File: src/rtl/hss_pkg.sv
package hss_pkg;

  typedef enum logic [1:0] {
    TK_NONE  = 2'd0,
    TK_IRQ   = 2'd1,
    TK_FETCH = 2'd2,
    TK_ILL   = 2'd3
  } trap_kind_e;

  typedef enum logic [2:0] {
    ST_CHECK  = 3'd0,
    ST_FETCH  = 3'd1,
    ST_DECODE = 3'd2,
    ST_EXEC   = 3'd3,
    ST_HALT   = 3'd4
  } seq_state_e;

  localparam int unsigned INSN_W = 32;

endpackage

File: src/rtl/hss_ctrl.sv
module hss_ctrl
  import hss_pkg::*;
#(
  parameter int unsigned XLEN    = 32,
  parameter int unsigned CAUSE_W = 6,
  parameter int unsigned CNT_W   = 32,
  parameter int unsigned EXIT_W  = 8
) (
  input  logic               clk,
  input  logic               rst_n,
  input  logic               irq_pending,
  input  logic [CAUSE_W-1:0] irq_cause,
  input  logic               fetch_valid,
  input  logic               fetch_fault,
  input  logic [XLEN-1:0]    fetch_fault_addr,
  input  logic [INSN_W-1:0]  fetch_insn,
  input  logic               dec_valid,
  input  logic               dec_ok,
  input  logic               exec_done,
  input  logic               exec_retire,
  input  logic               done_in,
  input  logic [EXIT_W-1:0]  exit_code,
  output logic               fetch_req,
  output logic               dec_req,
  output logic               exec_req,
  output logic [INSN_W-1:0]  insn_o,
  output logic               is_comp,
  output logic               fin,
  output logic               fin_vec,
  output logic               commit_o,
  output logic               retire_o,
  output logic               trap_valid_o,
  output trap_kind_e         trap_kind_o,
  output logic [XLEN-1:0]    trap_val_o,
  output logic [CNT_W-1:0]   step_count_o,
  output logic               done_o,
  output logic               pass_o,
  output logic               fail_o
);

  seq_state_e          state_q, state_d;
  logic [INSN_W-1:0]   insn_q, insn_d;
  trap_kind_e          fin_kind;
  logic [XLEN-1:0]     fin_val;
  logic                fin_retire;
  logic                fin_step;
  logic [XLEN-1:0]     ill_val;

  logic                commit_q, retire_q, trap_valid_q;
  trap_kind_e          kind_q;
  logic [XLEN-1:0]     val_q;
  logic [CNT_W-1:0]    step_q;
  logic                done_q, pass_q, fail_q;

  assign is_comp = (insn_q[1:0] != 2'b11);
  assign ill_val = is_comp ? XLEN'(insn_q[15:0]) : XLEN'(insn_q);

  // next-state process
  always_comb begin
    state_d    = state_q;
    insn_d     = insn_q;
    fin        = 1'b0;
    fin_vec    = 1'b0;
    fin_kind   = TK_NONE;
    fin_val    = '0;
    fin_retire = 1'b0;
    fin_step   = 1'b0;
    fetch_req  = 1'b0;
    dec_req    = 1'b0;
    exec_req   = 1'b0;
    case (state_q)
      ST_CHECK: begin
        if (irq_pending) begin
          fin      = 1'b1;
          fin_vec  = 1'b1;
          fin_kind = TK_IRQ;
          fin_val  = XLEN'(irq_cause);
        end else begin
          state_d = ST_FETCH;
        end
      end
      ST_FETCH: begin
        fetch_req = 1'b1;
        if (fetch_valid) begin
          if (fetch_fault) begin
            fin      = 1'b1;
            fin_vec  = 1'b1;
            fin_kind = TK_FETCH;
            fin_val  = fetch_fault_addr;
          end else begin
            insn_d  = fetch_insn;
            state_d = ST_DECODE;
          end
        end
      end
      ST_DECODE: begin
        dec_req = 1'b1;
        if (dec_valid) begin
          if (!dec_ok) begin
            fin      = 1'b1;
            fin_vec  = 1'b1;
            fin_kind = TK_ILL;
            fin_val  = ill_val;
            fin_step = 1'b1;
          end else begin
            state_d = ST_EXEC;
          end
        end
      end
      ST_EXEC: begin
        exec_req = 1'b1;
        if (exec_done) begin
          fin        = 1'b1;
          fin_retire = exec_retire;
          fin_step   = 1'b1;
        end
      end
      default: begin
        state_d = ST_HALT;
      end
    endcase
    if (fin) begin
      state_d = done_in ? ST_HALT : ST_CHECK;
    end
  end

  // register process
  always_ff @(posedge clk or negedge rst_n) begin
    if (!rst_n) begin
      state_q      <= ST_CHECK;
      insn_q       <= '0;
      commit_q     <= 1'b0;
      retire_q     <= 1'b0;
      trap_valid_q <= 1'b0;
      kind_q       <= TK_NONE;
      val_q        <= '0;
      step_q       <= '0;
      done_q       <= 1'b0;
      pass_q       <= 1'b0;
      fail_q       <= 1'b0;
    end else begin
      state_q      <= state_d;
      insn_q       <= insn_d;
      commit_q     <= fin;
      retire_q     <= fin & fin_retire;
      trap_valid_q <= fin & (fin_kind != TK_NONE);
      kind_q       <= fin ? fin_kind : TK_NONE;
      if (fin && (fin_kind != TK_NONE)) begin
        val_q <= fin_val;
      end
      if (fin && fin_step) begin
        step_q <= step_q + CNT_W'(1);
      end
      if (fin && done_in) begin
        done_q <= 1'b1;
        pass_q <= (exit_code == '0);
        fail_q <= (exit_code != '0);
      end
    end
  end

  assign insn_o       = insn_q;
  assign commit_o     = commit_q;
  assign retire_o     = retire_q;
  assign trap_valid_o = trap_valid_q;
  assign trap_kind_o  = kind_q;
  assign trap_val_o   = val_q;
  assign step_count_o = step_q;
  assign done_o       = done_q;
  assign pass_o       = pass_q;
  assign fail_o       = fail_q;

  AST_ONE_REQUEST: assert property (@(posedge clk) disable iff (!rst_n)
    $onehot0({fetch_req, dec_req, exec_req})) else $error("one request");

  AST_IRQ_NO_FETCH: assert property (@(posedge clk) disable iff (!rst_n)
    (state_q == ST_CHECK && irq_pending) |-> !fetch_req) else $error("irq first");

  AST_RETIRE_NOT_TRAP: assert property (@(posedge clk) disable iff (!rst_n)
    retire_q |-> (commit_q && !trap_valid_q)) else $error("retire vs trap");

  AST_EARLY_TRAP_NO_STEP: assert property (@(posedge clk) disable iff (!rst_n)
    (commit_q && (kind_q == TK_IRQ || kind_q == TK_FETCH)) |-> (step_q == $past(step_q)))
    else $error("step on early trap");

  AST_HALT_STICKY: assert property (@(posedge clk) disable iff (!rst_n)
    done_q |=> (done_q && !commit_q && !fetch_req)) else $error("halt sticky");

  AST_ONE_VERDICT: assert property (@(posedge clk) disable iff (!rst_n)
    done_q |-> (pass_q ^ fail_q)) else $error("verdict");

endmodule

File: src/rtl/hss_pc.sv
module hss_pc #(
  parameter int unsigned      XLEN     = 32,
  parameter logic [XLEN-1:0]  RESET_PC = '0
) (
  input  logic            clk,
  input  logic            rst_n,
  input  logic            adv,
  input  logic            use_vec,
  input  logic            is_comp,
  input  logic [XLEN-1:0] trap_vec,
  output logic [XLEN-1:0] pc_o
);

  logic [XLEN-1:0] pc_q, pc_d, seq_pc;

  assign seq_pc = pc_q + (is_comp ? XLEN'(2) : XLEN'(4));

  always_comb begin
    pc_d = pc_q;
    if (adv) begin
      pc_d = use_vec ? trap_vec : seq_pc;
    end
  end

  always_ff @(posedge clk or negedge rst_n) begin
    if (!rst_n) begin
      pc_q <= RESET_PC;
    end else if (adv) begin
      pc_q <= pc_d;
    end
  end

  assign pc_o = pc_q;

  AST_PC_HOLDS_IDLE: assert property (@(posedge clk) disable iff (!rst_n)
    !adv |=> $stable(pc_q)) else $error("pc moved");

endmodule

File: src/rtl/hss_tick.sv
module hss_tick #(
  parameter int unsigned TICK_W = 16
) (
  input  logic              clk,
  input  logic              rst_n,
  input  logic              adv,
  input  logic [TICK_W-1:0] limit,
  output logic              tick_o
);

  localparam int unsigned TW1 = TICK_W + 1;

  logic [TICK_W-1:0] iter_q, iter_d;
  logic              tick_d, tick_q;
  logic [TW1-1:0]    iter_inc;

  assign iter_inc = TW1'(iter_q) + TW1'(1);

  always_comb begin
    iter_d = iter_q;
    tick_d = 1'b0;
    if (adv) begin
      if (iter_inc >= TW1'(limit)) begin
        iter_d = '0;
        tick_d = 1'b1;
      end else begin
        iter_d = iter_inc[TICK_W-1:0];
      end
    end
  end

  always_ff @(posedge clk or negedge rst_n) begin
    if (!rst_n) begin
      iter_q <= '0;
      tick_q <= 1'b0;
    end else begin
      iter_q <= iter_d;
      tick_q <= tick_d;
    end
  end

  assign tick_o = tick_q;

  AST_TICK_CLEARS: assert property (@(posedge clk) disable iff (!rst_n)
    tick_q |-> (iter_q == '0)) else $error("tick clear");

endmodule

File: src/rtl/hart_step_seq.sv
module hart_step_seq
  import hss_pkg::*;
#(
  parameter int unsigned     XLEN     = 32,
  parameter int unsigned     CAUSE_W  = 6,
  parameter int unsigned     TICK_W   = 16,
  parameter int unsigned     CNT_W    = 32,
  parameter int unsigned     EXIT_W   = 8,
  parameter logic [XLEN-1:0] RESET_PC = XLEN'(32'h0000_1000)
) (
  input  logic               clk,
  input  logic               rst_n,
  input  logic               irq_pending,
  input  logic [CAUSE_W-1:0] irq_cause,
  input  logic [XLEN-1:0]    trap_vec,
  output logic               fetch_req,
  input  logic               fetch_valid,
  input  logic               fetch_fault,
  input  logic [XLEN-1:0]    fetch_fault_addr,
  input  logic [31:0]        fetch_insn,
  output logic               dec_req,
  output logic [31:0]        insn_o,
  input  logic               dec_valid,
  input  logic               dec_ok,
  output logic               exec_req,
  input  logic               exec_done,
  input  logic               exec_retire,
  input  logic [TICK_W-1:0]  insns_per_tick,
  input  logic               done_in,
  input  logic [EXIT_W-1:0]  exit_code,
  output logic [XLEN-1:0]    pc_o,
  output logic               commit_o,
  output logic               retire_o,
  output logic [CNT_W-1:0]   step_count_o,
  output logic               trap_valid_o,
  output logic [1:0]         trap_kind_o,
  output logic [XLEN-1:0]    trap_val_o,
  output logic               tick_o,
  output logic               done_o,
  output logic               pass_o,
  output logic               fail_o
);

  logic [1:0] rst_sync_q;
  logic       rst_sync_n;
  logic       fin, fin_vec, is_comp;
  trap_kind_e kind;

  always_ff @(posedge clk or negedge rst_n) begin
    if (!rst_n) begin
      rst_sync_q <= 2'b00;
    end else begin
      rst_sync_q <= {rst_sync_q[0], 1'b1};
    end
  end
  assign rst_sync_n = rst_sync_q[1];

  hss_ctrl #(
    .XLEN(XLEN), .CAUSE_W(CAUSE_W), .CNT_W(CNT_W), .EXIT_W(EXIT_W)
  ) u_ctrl (
    .clk(clk), .rst_n(rst_sync_n),
    .irq_pending(irq_pending), .irq_cause(irq_cause),
    .fetch_valid(fetch_valid), .fetch_fault(fetch_fault),
    .fetch_fault_addr(fetch_fault_addr), .fetch_insn(fetch_insn),
    .dec_valid(dec_valid), .dec_ok(dec_ok),
    .exec_done(exec_done), .exec_retire(exec_retire),
    .done_in(done_in), .exit_code(exit_code),
    .fetch_req(fetch_req), .dec_req(dec_req), .exec_req(exec_req),
    .insn_o(insn_o), .is_comp(is_comp), .fin(fin), .fin_vec(fin_vec),
    .commit_o(commit_o), .retire_o(retire_o), .trap_valid_o(trap_valid_o),
    .trap_kind_o(kind), .trap_val_o(trap_val_o), .step_count_o(step_count_o),
    .done_o(done_o), .pass_o(pass_o), .fail_o(fail_o)
  );

  assign trap_kind_o = kind;

  hss_pc #(.XLEN(XLEN), .RESET_PC(RESET_PC)) u_pc (
    .clk(clk), .rst_n(rst_sync_n), .adv(fin), .use_vec(fin_vec),
    .is_comp(is_comp), .trap_vec(trap_vec), .pc_o(pc_o)
  );

  hss_tick #(.TICK_W(TICK_W)) u_tick (
    .clk(clk), .rst_n(rst_sync_n), .adv(fin & ~done_in),
    .limit(insns_per_tick), .tick_o(tick_o)
  );

  AST_TRAP_TO_VECTOR: assert property (@(posedge clk) disable iff (!rst_sync_n)
    trap_valid_o |-> (pc_o == $past(trap_vec))) else $error("trap vector");

  AST_SEQ_PC_STEP: assert property (@(posedge clk) disable iff (!rst_sync_n)
    (commit_o && !trap_valid_o) |->
      ((pc_o == $past(pc_o) + XLEN'(2)) || (pc_o == $past(pc_o) + XLEN'(4))))
    else $error("pc step");

  AST_TICK_WITH_COMMIT: assert property (@(posedge clk) disable iff (!rst_sync_n)
    tick_o |-> commit_o) else $error("tick commit");

  AST_NO_TICK_AT_HALT: assert property (@(posedge clk) disable iff (!rst_sync_n)
    tick_o |-> !done_o) else $error("tick at halt");

endmodule

File: config.mk
export PLATFORM = sky130hd
export DESIGN_NAME = hart_step_seq
export DESIGN_NICKNAME = d
export VERILOG_FILES = /design/src/rtl/hss_pkg.sv /design/src/rtl/hss_ctrl.sv /design/src/rtl/hss_pc.sv /design/src/rtl/hss_tick.sv /design/src/rtl/hart_step_seq.sv
export SDC_FILE = /design/constraint.sdc
export NUM_CORES = 1
export LEC_CHECK = 0
export BUFFER_PORTS_ARGS = -buffer_cell sky130_fd_sc_hd__buf_4
export CAP_MARGIN = 20
export CORE_MARGIN = 5
export CORE_UTILIZATION = 51
export DETAILED_ROUTE_END_ITERATION = 10
export GPL_TIMING_DRIVEN = 1
export PLACE_DENSITY = 0.8
export SLEW_MARGIN = 30
export SYNTH_ARGS = -nofsm -noshare
export SYNTH_HDL_FRONTEND = slang
export SYNTH_HIERARCHICAL = 1
export SYNTH_SLANG_ARGS = --single-unit
File: constraint.sdc
create_clock -name clk -period 5.7 [get_ports clk]
set_input_delay 0.285 -clock clk [delete_from_list [all_inputs] [get_ports clk]]
set_output_delay 0.285 -clock clk [all_outputs]
set_load 0.05 [all_outputs]
# [Word-level counts from Yosys, hierarchy flattened]
# Index checks and enable logic that the tools add are counted.
[word_totals] in_bits=136 output_inout_bits=140 reg_bits=158 word_cells=84
[op_classes] n_addsub=3 bitwise_logic=5 reduce_logical=9 n_eq_ne=10 magnitude_cmp=1 n_mux=41
[op_table] operator="32-bit two-way mux" n=6
[op_table] operator="32-bit case mux with 3 select lines" n=1
[op_table] operator="32-bit by 1-bit adder with 32-bit output, second input constant" n=1
[op_table] operator="32-bit adder" n=1
[op_table] operator="3-bit two-way mux" n=8
[op_table] operator="16-bit by 1-bit adder with 17-bit output, second input constant" n=1
[op_table] operator="17-bit by 16-bit greater-or-equal comparator with 1-bit output" n=1
[op_table] operator="16-bit two-way mux" n=1
[op_table] operator="3-bit != test, second input constant" n=5
[op_table] operator="1-bit two-way mux" n=14
[op_table] operator="3-bit case mux with 4 select lines" n=1
[op_table] operator="2-bit two-way mux" n=5
[op_table] operator="8-bit zero test" n=1
[op_table] operator="8-bit nonzero test" n=1
[op_table] operator="3-bit by 2-bit equality test with 1-bit output, second input constant" n=2
[op_table] operator="6-bit two-way mux" n=1
[op_table] operator="2-bit case mux with 3 select lines" n=1
[op_table] operator="6-bit AND reduction" n=1
[op_table] operator="2-bit != test, second input constant" n=2
[op_table] operator="1-bit case mux with 4 select lines" n=1
[op_table] operator="1-bit bitwise AND" n=3
[op_table] operator="3-bit by 1-bit equality test with 1-bit output, second input constant" n=1
[op_table] operator="1-bit logical AND" n=3
[op_table] operator="3-bit zero test" n=1
[op_table] operator="5 further kinds" n=6

# [Depth between registers and ports, before layout]
[logic_depth] word_depth=5 ltp_mapped=14 ltp_nobuf=12

# [Hierarchy]
# The synthesis kept the hierarchy.
[by_module_without_submodules] mod="hss_ctrl" seq_area_each_um2=2677.6 area_each_um2=4722.0 cells_each=383 instances=1
[by_module_without_submodules] mod="hss_pc" seq_area_each_um2=802.0 area_each_um2=2107.0 cells_each=256 instances=1
[by_module_without_submodules] mod="hss_tick" seq_area_each_um2=425.4 area_each_um2=1458.9 cells_each=167 instances=1
[by_module_without_submodules] mod="hart_step_seq" seq_area_each_um2=50.0 area_each_um2=67.6 cells_each=4 instances=1

# [Worst setup path after synthesis]
# No wires, ideal clock.
[synth_path] path_type="reg-to-reg" start="reg u_ctrl.state_q[1]" end="reg u_pc.pc_q[1], in the netlist u_pc/pc_o[1]" slack_ns=2.365 setup_time_ns=0.137 synth_period_minus_slack_ns=3.335 path_stages_with_launch=13 path_buffers=6 arrival_time_ns=3.198 required_ns=5.563 cell_sequence="dfrtp_1 > buf_2 > nor3b_2 > and3_1 > clkbuf_1 > nor3_2 > inv_2 > buf_2 > clkbuf_1 > buf_1 > buf_1 > mux2i_1 > a21oi_1"
[synth_via] elab_chain_cells=3 word_cells_on_any_way=7 classes_between="eq/ne (3); mux (3); reduce/logical (1)"
[synth_lines] element="start, declared" line_no="hss_ctrl.sv:41" text="seq_state_e state_q, state_d;"
[synth_lines] element="start signal, assigned" line_no="hss_ctrl.sv:142" text="state_q <= state_d;"
[synth_lines] element="3-bit by 2-bit equality test with 1-bit output (tied with other cells)" line_no="hss_ctrl.sv:71" text="case (state_q)"
[synth_lines] element="1-bit case mux with 3 select lines *" line_no="hss_ctrl.sv:71"
[synth_lines] element="via fin_vec" line_no="hart_step_seq.sv:46" text="logic fin, fin_vec, is_comp;"
[synth_lines] element="32-bit two-way mux *" line_no="hss_pc.sv:21" text="pc_d = use_vec ? trap_vec : seq_pc;"
[synth_lines] element="end signal, assigned" line_no="hss_pc.sv:29" text="pc_q <= pc_d;"
[synth_lines] element="end, declared" line_no="hss_pc.sv:14" text="logic [XLEN-1:0] pc_q, pc_d, seq_pc;"
# The timed path passes the listed nets; every way through them passes the cells marked *.
# A chain may end at the register's enable or synchronous reset.

# [Final worst setup path]
[layout_path] start="reg u_ctrl.state_q[0]" end="reg u_pc.pc_q[22], in the netlist u_pc/pc_o[22]"
# The elaborated chain is that of the path after synthesis.

==> results.py <==
metrics = {
    "synth": {
        "synth.avg_cell_area_um2": 10.32,
        "syn_area_um2": 8356,
        "synth_cells": 810,
        "synth.area.top_cells": "dfrtp_1, mux2_2, ha_1",
        "synth-seq-cells": 158,
        "synth_cell_type_count": 78,
        "syn_nets": 967,
        "synth_common_cells": "dfrtp_1, nand2_1, inv_1",
        "ys_seq_area_share_pct": 47.33,
        "synth_flop_cell": "dfrtp_1",
        "async_flop_share_pct": 100.0,
        "synth_top_area_share_pct": 47.02,
        "ys.warnings.count": 6,
        "synth_edf_count": 0,
        "synth_most_common_cell": "dfrtp_1",
        "synth_top_cell_by_area": "dfrtp_1",
    },
    "run_status": {
        "status": "complete, no violations",
    },
    "clock_tree": {
        "clock_tree.root_cell": "clkbuf_16",
        "cts_max_level": 4,
        "cts_made_buffers": 17,
        "clk_latency_ns": 0.42,
        "clk_path_buf_depth": 2,
        "cts_tree": "yes",
        "clock_sinks": 158,
        "clkSlewWorstSetupHoldPaths_ns": 0.06,
        "postCtsSetupBuffers": 0,
    },
    "timing": {
        "setup_viol": 0,
        "fin_crit_ns": 3.711,
        "rsz0062_at_grt": "false",
        "layout_setup_ws_ns": 1.989,
        "finalClockSkew_ns": 0.01428,
        "slew_viol_final": 0,
        "relSlewSlack_pct": 51.05,
        "tightest_slew_ns": 0.7310,
        "setup-tns-final_ns": 0,
        "clock.fmax_mhz": 269.5,
        "finalHoldViolCount": 0,
        "fin_crit_sh_pct": 65.10,
    },
    "floorplan": {
        "rows": 46,
        "die_area_um2": 19040,
        "io-pin-count": 276,
        "initial_core_util_pct": 52.22,
        "die_x_um": 138.0,
        "core_um2": 16000,
        "die_h_um": 138.0,
    },
    "pwr": {
        "p_per_area_nw_per_um2": 408.6,
        "peakVddDrop_uv": 305.6,
        "leakage_nw": 5.467,
    },
    "setup_path": {
        "r2r_start": "u_ctrl/state_q[0]",
        "crit_start": "u_ctrl/state_q[0]",
        "endpoint_kind": "register",
        "path_class": "register to register",
        "critPathArrivalTime_ns": 4.03,
        "start_kind": "register",
        "cp_max_fo": 42,
        "critical_path_required_ns": 6.02,
        "reg2reg_slack_ns": 1.99,
    },
    "grt": {
        "grt_max_degree": 69,
        "antenna_found_initial": 0,
        "grt_pass1_vias": 7359,
        "track_usage_pct": 25.03,
        "overflow": 0,
        "grt_pass1_wl_um": 37500,
    },
    "routing": {
        "drcViolationCount": 0,
        "drt-total-wl_um": 23980,
        "ant_nets": 0,
        "first_pass_iters": 7,
        "routedWlPerCell_um": 18.53,
        "drt_iter0_markers": 498,
        "drt-vias-per-instance": 5.692,
        "via_count": 7365,
    },
    "final_layout": {
        "fin_nets": 1227,
        "multiInputGateArea_um2": 4036,
        "drive_gt1_share_pct": 36.09,
        "n_antenna_cell": 0,
        "regArea_um2": 3959,
        "fillers": 1244,
        "final_cells": 1294,
        "syn_to_final_growth_pct": 33.56,
    },
    "flow_run": {
        "drv_cap": 0,
    },
    "place": {
        "dp.cells": 1264,
        "hpwl_um": 17510,
        "dp_slack_ns": 2.081,
        "port_buffers": 275,
        "place.gp.congestion": 0.8615,
    },
    "hold_path": {
        "hp-class": "input pin to register",
        "hp-start": "trap_vec[0]",
    },
}
cell usage in the layout, fill, tap and decap left out, types with 5 or more instances in the layout:
cell       netlist  routed
nor3_1          21      21
nand3_1         36      36
a22o_1          10      10
mux2_2          36      36
nor4_1          14      14
nand2_1         61      61
a222oi_1         6       6
and3_1          12      12
and2_1          23      23
dfrtp_1        157     156
o2bb2ai_1        9       9
o21ai_0         35      35
a221o_1         17      17
nor2_1          31      31
inv_1           42      42
ha_1            20      20
nor2b_1          8       7
nand2b_1         8       8
o31ai_1          7       7
and4_1           7       7
buf_4            1     285
nand4_1         13      13
xnor2_1         23      23
a211oi_1         8       8
o22ai_1          6       6
a21oi_1         36      36
clkbuf_16        0      17
o41ai_1          5       5
xor2_1          22      22
a22oi_1         12      12
stage by stage:
| stage | utilization [%] | power [mW] | instance area, µm² | hold WS, ns |
|---|---|---|---|---|
| detailed placement | 66.06 | 3.494 | 10570 | 0.06960 |
| global route | 69.75 | 4.778 | 11160 | 0.05092 |
| finish | 69.75 | 4.560 | 11160 | 0.06809 |
| CTS | 69.49 | 4.578 | 11120 | 0.04493 |
| global placement | 66.05 | 3.460 | 10570 | 0.06902 |
| floorplan | - | 2.852 | 8356 | -0.01059 |
power breakdown:
group	leakage [nW]	internal, mW	switching, mW	total, mW
Clock	0.266	0.641	0.429	1.07
Sequential	2.05	1.36	0.257	1.62
Combinational	3.15	0.624	1.25	1.87
Total	5.47	2.63	1.93	4.56
cell type report:
cell class | count | share of cell area [%]
clock buffers | 19 | 3.969
well taps | 216 | 2.422
inverters | 44 | 1.480
repair buffers | 288 | 19.62
clock inverters | 8 | 0.8633
flip-flops and latches | 158 | 35.47
multi-input cells | 561 | 36.17
final timing paths:
check / endpoint / depth (start not counted)
worst max-delay path: u_pc/pc_o[22] / 9
worst min-delay path: u_pc/pc_o[0] / 3
worst max register to register: u_pc/pc_o[22] / 9
worst min register to register: u_ctrl/trap_val_o[8] / 0
max in group asynchronous: u_ctrl/trap_kind_o[1] / 3
min in group asynchronous: rst_sync_q[0] / 2
state kept, by name, indices dropped and copies added (netlist names):
register	flops
rst_sync_q	2
u_ctrl/commit_o	1
u_ctrl/done_o	1
u_ctrl/fail_o	1
u_ctrl/insn_o	32
u_ctrl/pass_o	1
u_ctrl/retire_o	1
u_ctrl/state_q	3
u_ctrl/step_count_o	32
u_ctrl/trap_kind_o	2
u_ctrl/trap_val_o	32
u_ctrl/trap_valid_o	1
u_pc/pc_o	32
u_tick/iter_q	16
u_tick/tick_o	1
layer usage:
| metal | vias to the layer above | global-route usage [%] | routed length [µm] |
|---|---|---|---|
| li1 | 3472 | - | - |
| met1 | 3541 | 31.75 | 9483 |
| met2 | 308 | 40.40 | 11790 |
| met3 | 44 | 7.620 | 2027 |
| met4 | 0 | 9.550 | 680 |
| met5 | - | 0 | 0 |
repair_timing:
item | 4_1_cts | 5_1_grt
hold buffers | 1 | 0
setup endpoints to repair | 0 | 0
resized for setup | 0 | 0
hold endpoints to repair | 2 | 0
critical path, cell delays in order, from the launching register on:
cell and delay [ns]:
dfrtp_1 0.61, nor3b_2 0.30, and3_1 0.18, buf_4 0.38, nor3_2 0.11, inv_2 0.42, clkinv_1 0.75, and3_1 0.46
o2bb2ai_1 0.12, a211oi_1 0.27
cell families (layout without fill, tap and decap cells):
| group | count (synthesis) | in the layout | synth area share [%] |
|---|---|---|---|
| XOR/XNOR | 45 | 45 | 4.717 |
| buffers and inverters | 91 | 359 | 4.507 |
| adder cells (fa/ha/maj) | 21 | 21 | 3.235 |
| other | 1 | 1 | 0.04488 |
| multiplexers | 39 | 39 | 5.211 |
| AND/OR/NAND/NOR | 279 | 279 | 19.78 |
| flip-flops | 158 | 158 | 47.33 |
| AO/OA/AOI/OAI | 176 | 176 | 15.17 |
Note: power is estimated with default switching activity, not from simulation.
